==> src/rtl/pardict_pkg.sv <==
package pardict_pkg;

  localparam int unsigned PD_NDICT = 5;

  // entries per dictionary; dictionary 0 is the virtual single-byte one
  function automatic int unsigned dict_depth(input int unsigned d);
    case (d)
      0: return 256;
      1: return 64;
      2: return 32;
      3: return 8;
      default: return 8;
    endcase
  endfunction

  // first codeword of dictionary d
  function automatic int unsigned dict_base(input int unsigned d);
    int unsigned s;
    s = 0;
    for (int unsigned i = 0; i < d; i++) s += dict_depth(i);
    return s;
  endfunction

endpackage

==> src/rtl/pardict_split.sv <==
module pardict_split
  import pardict_pkg::*;
#(
  parameter int CODE_W = 9,
  parameter int NDICT  = 5,
  parameter int SELW   = 3,
  parameter int AW     = 8
) (
  input  logic [CODE_W-1:0] code,
  output logic [SELW-1:0]   sel,
  output logic [AW-1:0]     addr,
  output logic              in_range
);

  always_comb begin
    sel      = '0;
    addr     = '0;
    in_range = 1'b0;
    for (int unsigned d = 0; d < NDICT; d++) begin
      if (32'(code) >= dict_base(d) && 32'(code) < dict_base(d) + dict_depth(d)) begin
        sel      = SELW'(d);
        addr     = AW'(32'(code) - dict_base(d));
        in_range = 1'b1;
      end
    end
  end

endmodule

==> src/rtl/pardict_bank.sv <==
module pardict_bank #(
  parameter int DEPTH  = 8,
  parameter int LEN    = 2,
  parameter int BYTE_W = 8,
  localparam int AW    = $clog2(DEPTH),
  localparam int W     = LEN * BYTE_W
) (
  input  logic          clk,
  input  logic          rst_n,
  input  logic [AW-1:0] rd_addr,
  output logic [W-1:0]  rd_data,
  output logic          rd_valid,
  input  logic          wr_en,
  input  logic [W-1:0]  wr_data
);

  logic [W-1:0]     mem [DEPTH];
  logic [DEPTH-1:0] filled;
  logic [AW-1:0]    ptr;

  always_ff @(posedge clk) begin
    if (wr_en) mem[ptr] <= wr_data;
  end

  always_ff @(posedge clk or negedge rst_n) begin
    if (!rst_n) begin
      filled <= '0;
      ptr    <= '0;
    end else if (wr_en) begin
      filled[ptr] <= 1'b1;
      ptr         <= (ptr == AW'(DEPTH - 1)) ? '0 : ptr + 1'b1;
    end
  end

  // read is combinational and sees the contents before this cycle's write
  assign rd_data  = mem[rd_addr];
  assign rd_valid = filled[rd_addr];

  a_r5_slot_filled: assert property (@(posedge clk) disable iff (!rst_n)
    wr_en |=> filled[$past(ptr)]);

  a_r6_ptr_wrap: assert property (@(posedge clk) disable iff (!rst_n)
    (wr_en && ptr == AW'(DEPTH - 1)) |=> (ptr == '0));

  a_r6_ptr_still: assert property (@(posedge clk) disable iff (!rst_n)
    !wr_en |=> $stable(ptr));

endmodule

==> src/rtl/pardict_unpack.sv <==
module pardict_unpack
  import pardict_pkg::*;
#(
  parameter int CODE_W = 9,
  parameter int BYTE_W = 8,
  parameter int NDICT  = 5
) (
  input  logic              clk,
  input  logic              rst_n,
  input  logic              in_valid,
  output logic              in_ready,
  input  logic [CODE_W-1:0] in_code,
  output logic              out_valid,
  input  logic              out_ready,
  output logic [BYTE_W-1:0] out_byte,
  output logic              out_last,
  output logic              bad_code
);

  localparam int MAXLEN = NDICT;
  localparam int SW     = MAXLEN * BYTE_W;
  localparam int DW     = $clog2(NDICT + 1);
  localparam int AW0    = $clog2(dict_depth(0));

  logic [DW-1:0]    sel;
  logic [AW0-1:0]   addr;
  logic             in_range;
  logic [SW-1:0]    rd_str [NDICT];
  logic [NDICT-1:0] rd_ok;
  logic [NDICT-1:1] wr_en;

  logic [SW-1:0]    str_q;
  logic [DW-1:0]    len_q;
  logic [DW-1:0]    idx_q;
  logic [DW-1:0]    tgt_q;
  logic             have_prev;
  logic             busy;
  logic             err_q;

  logic             take, hit_ok;
  logic [SW-1:0]    cur_str, ins_str;

  pardict_split #(
    .CODE_W(CODE_W), .NDICT(NDICT), .SELW(DW), .AW(AW0)
  ) u_split (
    .code(in_code), .sel(sel), .addr(addr), .in_range(in_range)
  );

  assign take    = in_valid && !busy;
  assign hit_ok  = in_range && rd_ok[sel];
  assign cur_str = rd_str[sel];
  // previous string followed by the first byte of the current one
  assign ins_str = str_q | (SW'(cur_str[BYTE_W-1:0]) << (len_q * BYTE_W));

  for (genvar d = 0; d < NDICT; d++) begin : g_dict
    if (d == 0) begin : g_virt
      assign rd_str[0] = SW'(addr[BYTE_W-1:0]);
      assign rd_ok[0]  = 1'b1;
    end else begin : g_bank
      localparam int DEP = dict_depth(d);
      localparam int AWD = $clog2(DEP);
      localparam int LEN = d + 1;
      logic [LEN*BYTE_W-1:0] bank_rd;
      assign wr_en[d] = take && hit_ok && have_prev && (tgt_q == DW'(d));
      pardict_bank #(
        .DEPTH(DEP), .LEN(LEN), .BYTE_W(BYTE_W)
      ) u_bank (
        .clk(clk), .rst_n(rst_n),
        .rd_addr(addr[AWD-1:0]), .rd_data(bank_rd), .rd_valid(rd_ok[d]),
        .wr_en(wr_en[d]), .wr_data(ins_str[LEN*BYTE_W-1:0])
      );
      assign rd_str[d] = SW'(bank_rd);
    end
  end

  always_ff @(posedge clk or negedge rst_n) begin
    if (!rst_n) begin
      str_q     <= '0;
      len_q     <= '0;
      idx_q     <= '0;
      tgt_q     <= '0;
      have_prev <= 1'b0;
      busy      <= 1'b0;
      err_q     <= 1'b0;
    end else begin
      err_q <= take && !hit_ok;
      if (take && hit_ok) begin
        str_q     <= cur_str;
        len_q     <= sel + 1'b1;
        idx_q     <= '0;
        tgt_q     <= sel + 1'b1;
        have_prev <= 1'b1;
        busy      <= 1'b1;
      end else if (busy && out_ready) begin
        if (idx_q == len_q - 1'b1) busy <= 1'b0;
        else                       idx_q <= idx_q + 1'b1;
      end
    end
  end

  assign in_ready  = !busy;
  assign out_valid = busy;
  assign out_byte  = str_q[idx_q*BYTE_W +: BYTE_W];
  assign out_last  = busy && (idx_q == len_q - 1'b1);
  assign bad_code  = err_q;

  a_r3_hold_byte: assert property (@(posedge clk) disable iff (!rst_n)
    (out_valid && !out_ready) |=> (out_valid && $stable(out_byte) && $stable(out_last)));

  a_r3_no_take_busy: assert property (@(posedge clk) disable iff (!rst_n)
    out_valid |-> !in_ready);

  a_r2_last_ends: assert property (@(posedge clk) disable iff (!rst_n)
    (out_valid && out_ready && out_last) |=> !out_valid);

  a_r8_err_silent: assert property (@(posedge clk) disable iff (!rst_n)
    bad_code |-> !out_valid);

  a_r8_err_pulse: assert property (@(posedge clk) disable iff (!rst_n)
    bad_code |=> (!bad_code || $past(in_valid && in_ready)));

  a_r7_one_insert: assert property (@(posedge clk) disable iff (!rst_n)
    $onehot0(wr_en));

endmodule

==> config.mk <==
export PLATFORM = sky130hd
export DESIGN_NAME = pardict_unpack
export DESIGN_NICKNAME = d
export VERILOG_FILES = /design/src/rtl/pardict_pkg.sv /design/src/rtl/pardict_split.sv /design/src/rtl/pardict_bank.sv /design/src/rtl/pardict_unpack.sv
export SDC_FILE = /design/constraint.sdc
export NUM_CORES = 2
export LEC_CHECK = 0
export BUFFER_PORTS_ARGS = -buffer_cell sky130_fd_sc_hd__buf_2
export CELL_PAD_IN_SITES_DETAIL_PLACEMENT = 0
export CELL_PAD_IN_SITES_GLOBAL_PLACEMENT = 2
export CORE_MARGIN = 8
export CORE_UTILIZATION = 53
export DETAILED_ROUTE_END_ITERATION = 16
export PLACE_DENSITY = 0.89
export SLEW_MARGIN = 5
export SYNTH_ARGS = -nofsm -noshare
export SYNTH_HDL_FRONTEND = slang
export SYNTH_HIERARCHICAL = 1
export SYNTH_SLANG_ARGS = --single-unit
==> constraint.sdc <==
create_clock -name clk -period 12.95 [get_ports clk]
set_input_delay 0.6475 -clock clk [delete_from_list [all_inputs] [get_ports clk]]
set_output_delay 0.6475 -clock clk [all_outputs]
set_load 0.1 [all_outputs]
**Word-level counts from Yosys, hierarchy flattened**

Memories as Yosys holds them, arrays and structs flattened.
Cells that the tools add are included.

- Memory bits (writable): 2,368
- Word-level logic and storage cells: 163
- Register bits: 178
- Output and inout port bits: 12
- Memories kept: 4

Memories:

| memory | words | width | read ports | clocked after Yosys merged registers in | wr ports | RTL line | text |
|---|---|---|---|---|---|---|---|
| g_dict[1].g_bank.u_bank.mem | 64 | 16 | 1 | 0 | 1 | pardict_bank.sv:17 | `logic [W-1:0] mem [DEPTH];` |
| g_dict[2].g_bank.u_bank.mem | 32 | 24 | 1 | 0 | 1 | pardict_bank.sv:17 |  |
| g_dict[4].g_bank.u_bank.mem | 8 | 40 | 1 | 0 | 1 | pardict_bank.sv:17 |  |
| g_dict[3].g_bank.u_bank.mem | 8 | 32 | 1 | 0 | 1 | pardict_bank.sv:17 |  |

- Reductions and logical operators: 25
- Add/sub/neg operators: 17
- Equality and inequality tests: 10
- Bitwise gates (word level): 6
- Order comparisons: 22
- Shifts and indexed selects: 2
- Mux-type cells: 63

Operator list:

| operator | number |
|---|---|
| $bmux W40 S3 | 1 |
| $mux W8 | 15 |
| $mux W40 | 2 |
| $or A64 B64 Y64 | 1 |
| $add A8 B8 Y8 | 6 |
| $lt A9 B9 Y1 const B | 5 |
| $or A40 B40 Y40 | 1 |
| $shiftx A40 B7 Y8 | 1 |
| $shl A8 B6 Y40 | 1 |
| $ge A9 B9 Y1 const B | 4 |
| $or A32 B32 Y32 | 1 |
| $sub A8 B8 Y8 | 4 |
| $mux W1 | 26 |
| $mux W3 | 8 |
| $logic_and A1 B1 Y1 | 19 |
| $lt A3 B4 Y1 const B | 4 |
| $or A8 B8 Y8 | 2 |
| $lt A6 B7 Y1 const B | 2 |
| $add A3 B1 Y3 const B | 4 |
| $lt A5 B6 Y1 const B | 2 |
| $bmux W1 S3 | 3 |
| $eq A3 B3 Y1 const B | 3 |
| $add A6 B1 Y6 const B | 1 |
| $bmux W1 S6 | 1 |
| 22 further kinds | 28 |

**Logic depth before layout (Yosys ltp)**

- Word-level depth: 18
- Depth in mapped cells: 27
- Gate-level depth less buffers: 19

**Hierarchy**

The synthesis kept the hierarchy.

Modules (own cells, without submodules):

| module | instances | cells an instance | sequential area each (µm²) | area an instance (µm²) |
|---|---|---|---|---|
| pardict_bank at g_dict[1].g_bank.u_bank | 1 | 2,025 | 32,501.2 | 42,329.3 |
| pardict_bank at g_dict[2].g_bank.u_bank | 1 | 1,815 | 23,988.0 | 31,627.8 |
| pardict_bank at g_dict[4].g_bank.u_bank | 1 | 510 | 9,884.5 | 12,854.8 |
| pardict_bank at g_dict[3].g_bank.u_bank | 1 | 417 | 7,962.6 | 10,162.2 |
| pardict_unpack | 1 | 386 | 1,226.2 | 3,703.6 |
| pardict_split | 1 | 88 | 0.0 | 680.7 |

**Least setup slack after synthesis**

Ideal clock, no wire load.

- Path kind: input -> register
- Start: input in_code[4]
- End: memory g_dict[1].g_bank.u_bank/mem[0][0] (netlist name), data pin
- Stages on the path: 18
- Library setup time: 1,074 ps
- Setup slack: 3,239 ps
- Arrival time: 8,637 ps
- Path through: inv_1 ha_1 and3b_2 o21ai_0 nand2_1 o32ai_1 buf_6 buf_8 buf_4 nor2b_1 clkbuf_1 a221oi_1 a221oi_1 a211oi_1 inv_1 a21oi_1 o22ai_1 o21ai_0

- Word-level cells in the longest chain between the ends: 12
- Elaborated cells between the ends (all ways): 36
- Those cells by class: add/sub (4); order compare (9); shift (1); mux (12); bitwise (2); reduce/logical (4); memory (4)

Ends and longest elaborated chain:

| element | RTL line | text |
|---|---|---|
| start: declaration | pardict_unpack.sv:12 | `input logic [CODE_W-1:0] in_code,` |
| $lt A9 B9 Y1 / $ge A9 B9 Y1 (equally long branches) | pardict_split.sv:20 | `if (32'(code) >= dict_base(d) && 32'(code) < dict_base(d) + dict_depth(d)) begin` |
| $mux W8 / $logic_and A1 B1 Y1 (equally long branches) | pardict_split.sv:20 |  |
| $mux W8 (3 in series) | pardict_split.sv:20 |  |
| $mux W8 * | pardict_split.sv:20 |  |
| via addr[0] | pardict_unpack.sv:26 | `logic [AW0-1:0] addr;` |
| $mem_v2 Z64 W16 * | - |  |
| via g_dict[1].g_bank.bank_rd[0] | pardict_unpack.sv:63 | `logic [LEN*BYTE_W-1:0] bank_rd;` |
| $bmux W40 S3 * | pardict_unpack.sv:51 | `assign cur_str = rd_str[sel];` |
| $mux W40 (not written as such) * (2 in series) | pardict_unpack.sv:51 |  |
| $shl A8 B6 Y40 * | pardict_unpack.sv:53 | `assign ins_str = str_q \| (SW'(cur_str[BYTE_W-1:0]) << (len_q * BYTE_W));` |
| $or A40 B40 Y40 * | pardict_unpack.sv:53 |  |
| via ins_str[0] | pardict_unpack.sv:41 | `logic [SW-1:0] cur_str, ins_str;` |
| end: declaration | pardict_bank.sv:17 |  |

The timed path passes the listed nets; every way through them passes the cells marked *. The select of a mux whose other input is x is not followed.

**Worst setup path in the final report**

- Start: input in_code[3]
- End: memory g_dict[2].g_bank.u_bank/mem[23][14] (netlist name) (enable)

- Word-level cells in the longest chain between the ends: 16
- Elaborated cells between the ends (all ways): 47
- Those cells by class: add/sub (4); order compare (9); mux (26); reduce/logical (8)

Ends and longest elaborated chain:

| element | RTL line | text |
|---|---|---|
| $lt A9 B9 Y1 / $ge A9 B9 Y1 (equally long branches) | pardict_split.sv:20 |  |
| $mux W8 / $logic_and A1 B1 Y1 (equally long branches) | pardict_split.sv:20 |  |
| $mux W8 (3 in series) | pardict_split.sv:20 |  |
| $mux W8 * | pardict_split.sv:20 |  |
| via addr[0] | pardict_unpack.sv:26 |  |
| $bmux W1 S6 * | pardict_bank.sv:37 | `assign rd_valid = filled[rd_addr];` |
| $mux W1 (not written as such) * | pardict_bank.sv:37 |  |
| via rd_ok[1] | pardict_unpack.sv:29 | `logic [NDICT-1:0] rd_ok;` |
| $bmux W1 S3 * | pardict_unpack.sv:50 | `assign hit_ok = in_range && rd_ok[sel];` |
| $mux W1 (not written as such) * | pardict_unpack.sv:50 |  |
| $logic_and A1 B1 Y1 * | pardict_unpack.sv:50 |  |
| $logic_and A1 B1 Y1 * (3 in series) | pardict_unpack.sv:64 | `assign wr_en[d] = take && hit_ok && have_prev && (tgt_q == DW'(d));` |
| via wr_en, one bit | pardict_unpack.sv:30 | `logic [NDICT-1:1] wr_en;` |
| $mux W1 * | pardict_bank.sv:22 | `if (wr_en) mem[ptr] <= wr_data;` |
| $mux W1 (not written as such) * | pardict_bank.sv:22 |  |
| end: declaration | pardict_bank.sv:17 |  |

Marked as above.

==> metrics.csv <==
stage,metric,value,unit
finish,multi_input_comb_area,24300,um2
global_routing,wire_length_of_the_first_global_routing_pass,348000,um
critical_path,cpMaxStageDelayCell,sky130_fd_sc_hd__o32ai_4,
detailed_routing,dr_total_vias,50600,
global_routing,antenna_violations_before_repair,5,
synthesis,asyncSetResetFlopFracSynth,0.0699,
synthesis,ys_types,75,
finish,final_cell_mix,"2368 x sky130_fd_sc_hd__edfxtp_1, 571 x sky130_fd_sc_hd__mux2i_1, 286 x sky130_fd_sc_hd__mux4_2, 242 x sky130_fd_sc_hd__clkbuf_16, 204 x sky130_fd_sc_hd__buf_4",
clock_tree,post_cts_setup_driven_buffer_insertion_count,0,
timing,period_minus_slack,8740,ps
hold_path,worstHoldPathType,in2reg,
finish,register_area,75600,um2
die,height_of_the_die,453,um
critical_path,critical-path-top-delay-family,simple AND/OR/NAND/NOR gates,
place,placed_wire_length_estimate_after_detailed_placement,139000,um
clock_tree,numClockSinks,2546,
clock_tree,h-tree-depth,4,
synthesis,ys_seq_elements,2546,
critical_path,critical_path.max_fanout,91,
timing,setup_repair_after_global_routing_missed_its_margin,no,
timing,period_share,0.675,
place,placed_cells_incl_taps,7690,
place,port_buf_inserts,24,
synthesis,netlist_instances,5241,
die,ioPinCount,25,
finish,num-nets-final,5471,
clock_tree,cts_tree,built,
global_routing,global_route.overflow_total,0,
timing,maxSlewViolCount,0,
timing,clock.fmax,114,MHz
die,core-area,190000,um2
finish,mostFrequentLayoutCell,sky130_fd_sc_hd__edfxtp_1,
die,std_cell_rows,160,
synthesis,seq_area_frac_synth,0.745,
critical_path,slowest_delay,840,ps
pwr,power.ir.vdd_worst,0.000157,V
timing,slew_headroom,0.0706,
detailed_routing,wl_final,239000,um
critical_path,setup.worst_path.end_class,flip-flop,
finish,finish.instance_area,113000,um2
clock_tree,worst_setup_hold_path_clk_slew,60,ps
synthesis,synth_edf_count,2368,
global_routing,grt_start_max_net_pins,111,
die,starting_density_of_the_core,0.533,
detailed_routing,drtAntennaViolNets,0,
place,finalWeightedCongestion,0.848,
clock_tree,clockRootBuffer,sky130_fd_sc_hd__clkbuf_16,
critical_path,cp_required,13520,ps
global_routing,grt_usage,0.230,
timing,worst_slew_pin_slew,1390,ps
flow_run,drv_cap,0,
clock_tree,tritoncts.num_buffers,240,
timing,number_of_endpoints_failing_setup_at_the_final_stage,0,
detailed_routing,post-route-drc-count,0,
timing,worst_clock_skew,66.7,ps
detailed_routing,drt_first_pass_iters,6,
critical_path,worst-endpoint-arrival,9310,ps
synthesis,syn-num-nets,5290,
finish,final-instance-count-excl-fill,8147,
place,standard_cell_area_after_detailed_placement,105000,um2
hold_path,hold_path_startpoint,in_valid,
detailed_routing,viasPerCell,6.21,
finish,post_route_cells_drive_above_1_share,0.211,
finish,final.fill_count,13400,
detailed_routing,wire_per_inst,29.4,um
pwr,p_leak,38.1,nW
critical_path,timing.critical_path.cells,buf_2 -> inv_1 -> ha_1 -> and3b_2 -> o21ai_0 -> nand2_1 -> o32ai_4 -> buf_12 -> mux4_2 -> a22oi_1 -> and3_1 -> nor4_1 -> o21bai_1 -> a22oi_2 -> and4_2 -> buf_4 -> and4b_1 -> nand2_1 -> nor2_2 -> buf_4,
critical_path,r2r_slack,6880,ps
critical_path,startpoint_types,input port,
critical_path,worst-setup-path-type,in2reg,
clock_tree,clk_path_buf_depth,3,
pwr,p_per_area,184,nW/um2
hold_path,min_to,bad_code,
critical_path,ff2ff_path_depth,13,
clock_tree,worst_skew_pair.late_latency,890,ps
synthesis,cell_area_synth,101000,um2
timing,fin_hold_ws,64.0,ps
critical_path,cp_num_buf_inv,5,
die,design.die.area,205000,um2
global_routing,first_global_vias,50200,
outcome,outcome,completed,
synthesis,synth-main-ff-cell,sky130_fd_sc_hd__edfxtp_1,
clock_tree,post_cts.resized_instances,0,
hold_path,timing.hold.worst_path_depth,3,
synthesis,synth.avg_cell_area,19.3,um2
die,chipWidth,453,um
finish,areaGrowthSynthToFinish,11.7,%
finish,postLayoutCoreUtil,0.595,
synthesis,yosys_warnings,6,
timing,hold_violations,0,
critical_path,crit-reg2reg-capture,g_dict[2].g_bank.u_bank/mem[23][14],
detailed_routing,drt_first_iter_violations,5663,
timing,setup-tns-final,0,ps
critical_path,reg2reg_from,g_dict[1].g_bank.u_bank/filled[47],
==> synth_stat cells (all sizes together) (27+ instances only) <==
master,count,area share
a31oi,27,0.0017
a21oi,111,0.0055
a22oi,147,0.011
a221oi,46,0.0041
edfxtp,2368,0.70
mux2,116,0.013
dfrtp,178,0.044
nand3,97,0.0048
or2,104,0.0064
ha,35,0.0043
nor3,42,0.0021
nand2,141,0.0052
clkbuf,86,0.0033
mux4,372,0.086
o21ai,42,0.0021
o21bai,29,0.0021
nor2b,31,0.0019
mux2i,571,0.056
inv,61,0.0023
a22o,62,0.0054
nor2,159,0.0059
buf,211,0.016
==> metal layers <==
metal | vias to the layer above | wire length, um | part of all wire | GRT usage
met5 | - | 13 | 0.000054 | 0
met4 | 2 | 7810 | 0.033 | 0.0720
met3 | 360 | 17500 | 0.073 | 0.0380
met2 | 2004 | 117000 | 0.49 | 0.374
met1 | 26600 | 96700 | 0.40 | 0.323
li1 | 21700 | - | - | -
==> through the flow <==
step / power, mW / setup WS, ps
2_1_floorplan: 12.6 / 3240
3_3_place_gp: 13.8 / 3260
3_5_place_dp: 13.9 / 3160
4_1_cts: 21.0 / 4050
5_1_grt: 21.4 / 3790
6_report: 20.9 / 4210
==> final cells by class <==
class                           count  share of cell area
Clock buffer                      341              0.0597
Inverter                           61             0.00202
Sequential cell                  2546               0.667
Timing Repair Buffer              236              0.0160
Antenna cell                        1           0.0000221
Tap cell                         2511              0.0278
Clock inverter                    114              0.0128
Multi-Input combinational cell   2337               0.214
==> report_power, final <==
part | internal [mW] | switching (mW) | leakage, nW
Combinational | 0.742 | 2.57 | 10.2
Sequential | 10.3 | 0.127 | 23.8
Clock | 4.15 | 3.02 | 3.98
Total | 15.2 | 5.72 | 38.1
==> worst max path at each step <==
stage,from,endpoint,cells past startpoint
after floorplan,in_code[4],g_dict[1].g_bank.u_bank/mem[0][0],18
after global placement,in_code[3],g_dict[2].g_bank.u_bank/mem[24][8],19
after detailed placement,in_code[3],g_dict[2].g_bank.u_bank/mem[31][15],19
after CTS,in_code[3],g_dict[2].g_bank.u_bank/mem[31][1],19
after global routing,in_code[3],g_dict[3].g_bank.u_bank/mem[1][6],20
final,in_code[3],g_dict[2].g_bank.u_bank/mem[23][14],20
==> worst min-delay path: stages <==
cell and delay [ps]:
sky130_fd_sc_hd__buf_2 120, sky130_fd_sc_hd__inv_1 90, sky130_fd_sc_hd__a311oi_1 60
==> cell families (layout without fill, tap and decap cells) <==
family | count (synthesis) | in the layout | share of synthesized area
compound gates | 557 | 557 | 0.0390
xor+xnor | 10 | 10 | 0.00101
fa+ha+maj | 36 | 36 | 0.00452
buf+inv | 358 | 752 | 0.0213
flops | 2546 | 2546 | 0.745
mux | 1059 | 1059 | 0.155
other cells | 0 | 1 | 0
simple gates | 675 | 675 | 0.0335
==> what timing repair did <==
action / CTS / global route
endpoints found under the hold margin: 62 / 0
endpoints found under the setup margin: 0 / 0
hold buffers: 1 / 0
==> flip-flops by register name, indices dropped and copies added, names as in the netlist <==
| register | count |
|---|---|
| g_dict.g_bank.u_bank/filled | 112 |
| tgt_q | 3 |
| g_dict.g_bank.u_bank/mem | 2368 |
| str_q | 40 |
| have_prev | 1 |
| out_valid | 1 |
| bad_code | 1 |
| idx_q | 3 |
| g_dict.g_bank.u_bank/ptr | 17 |
Note: power is estimated with default switching activity, not from simulation.
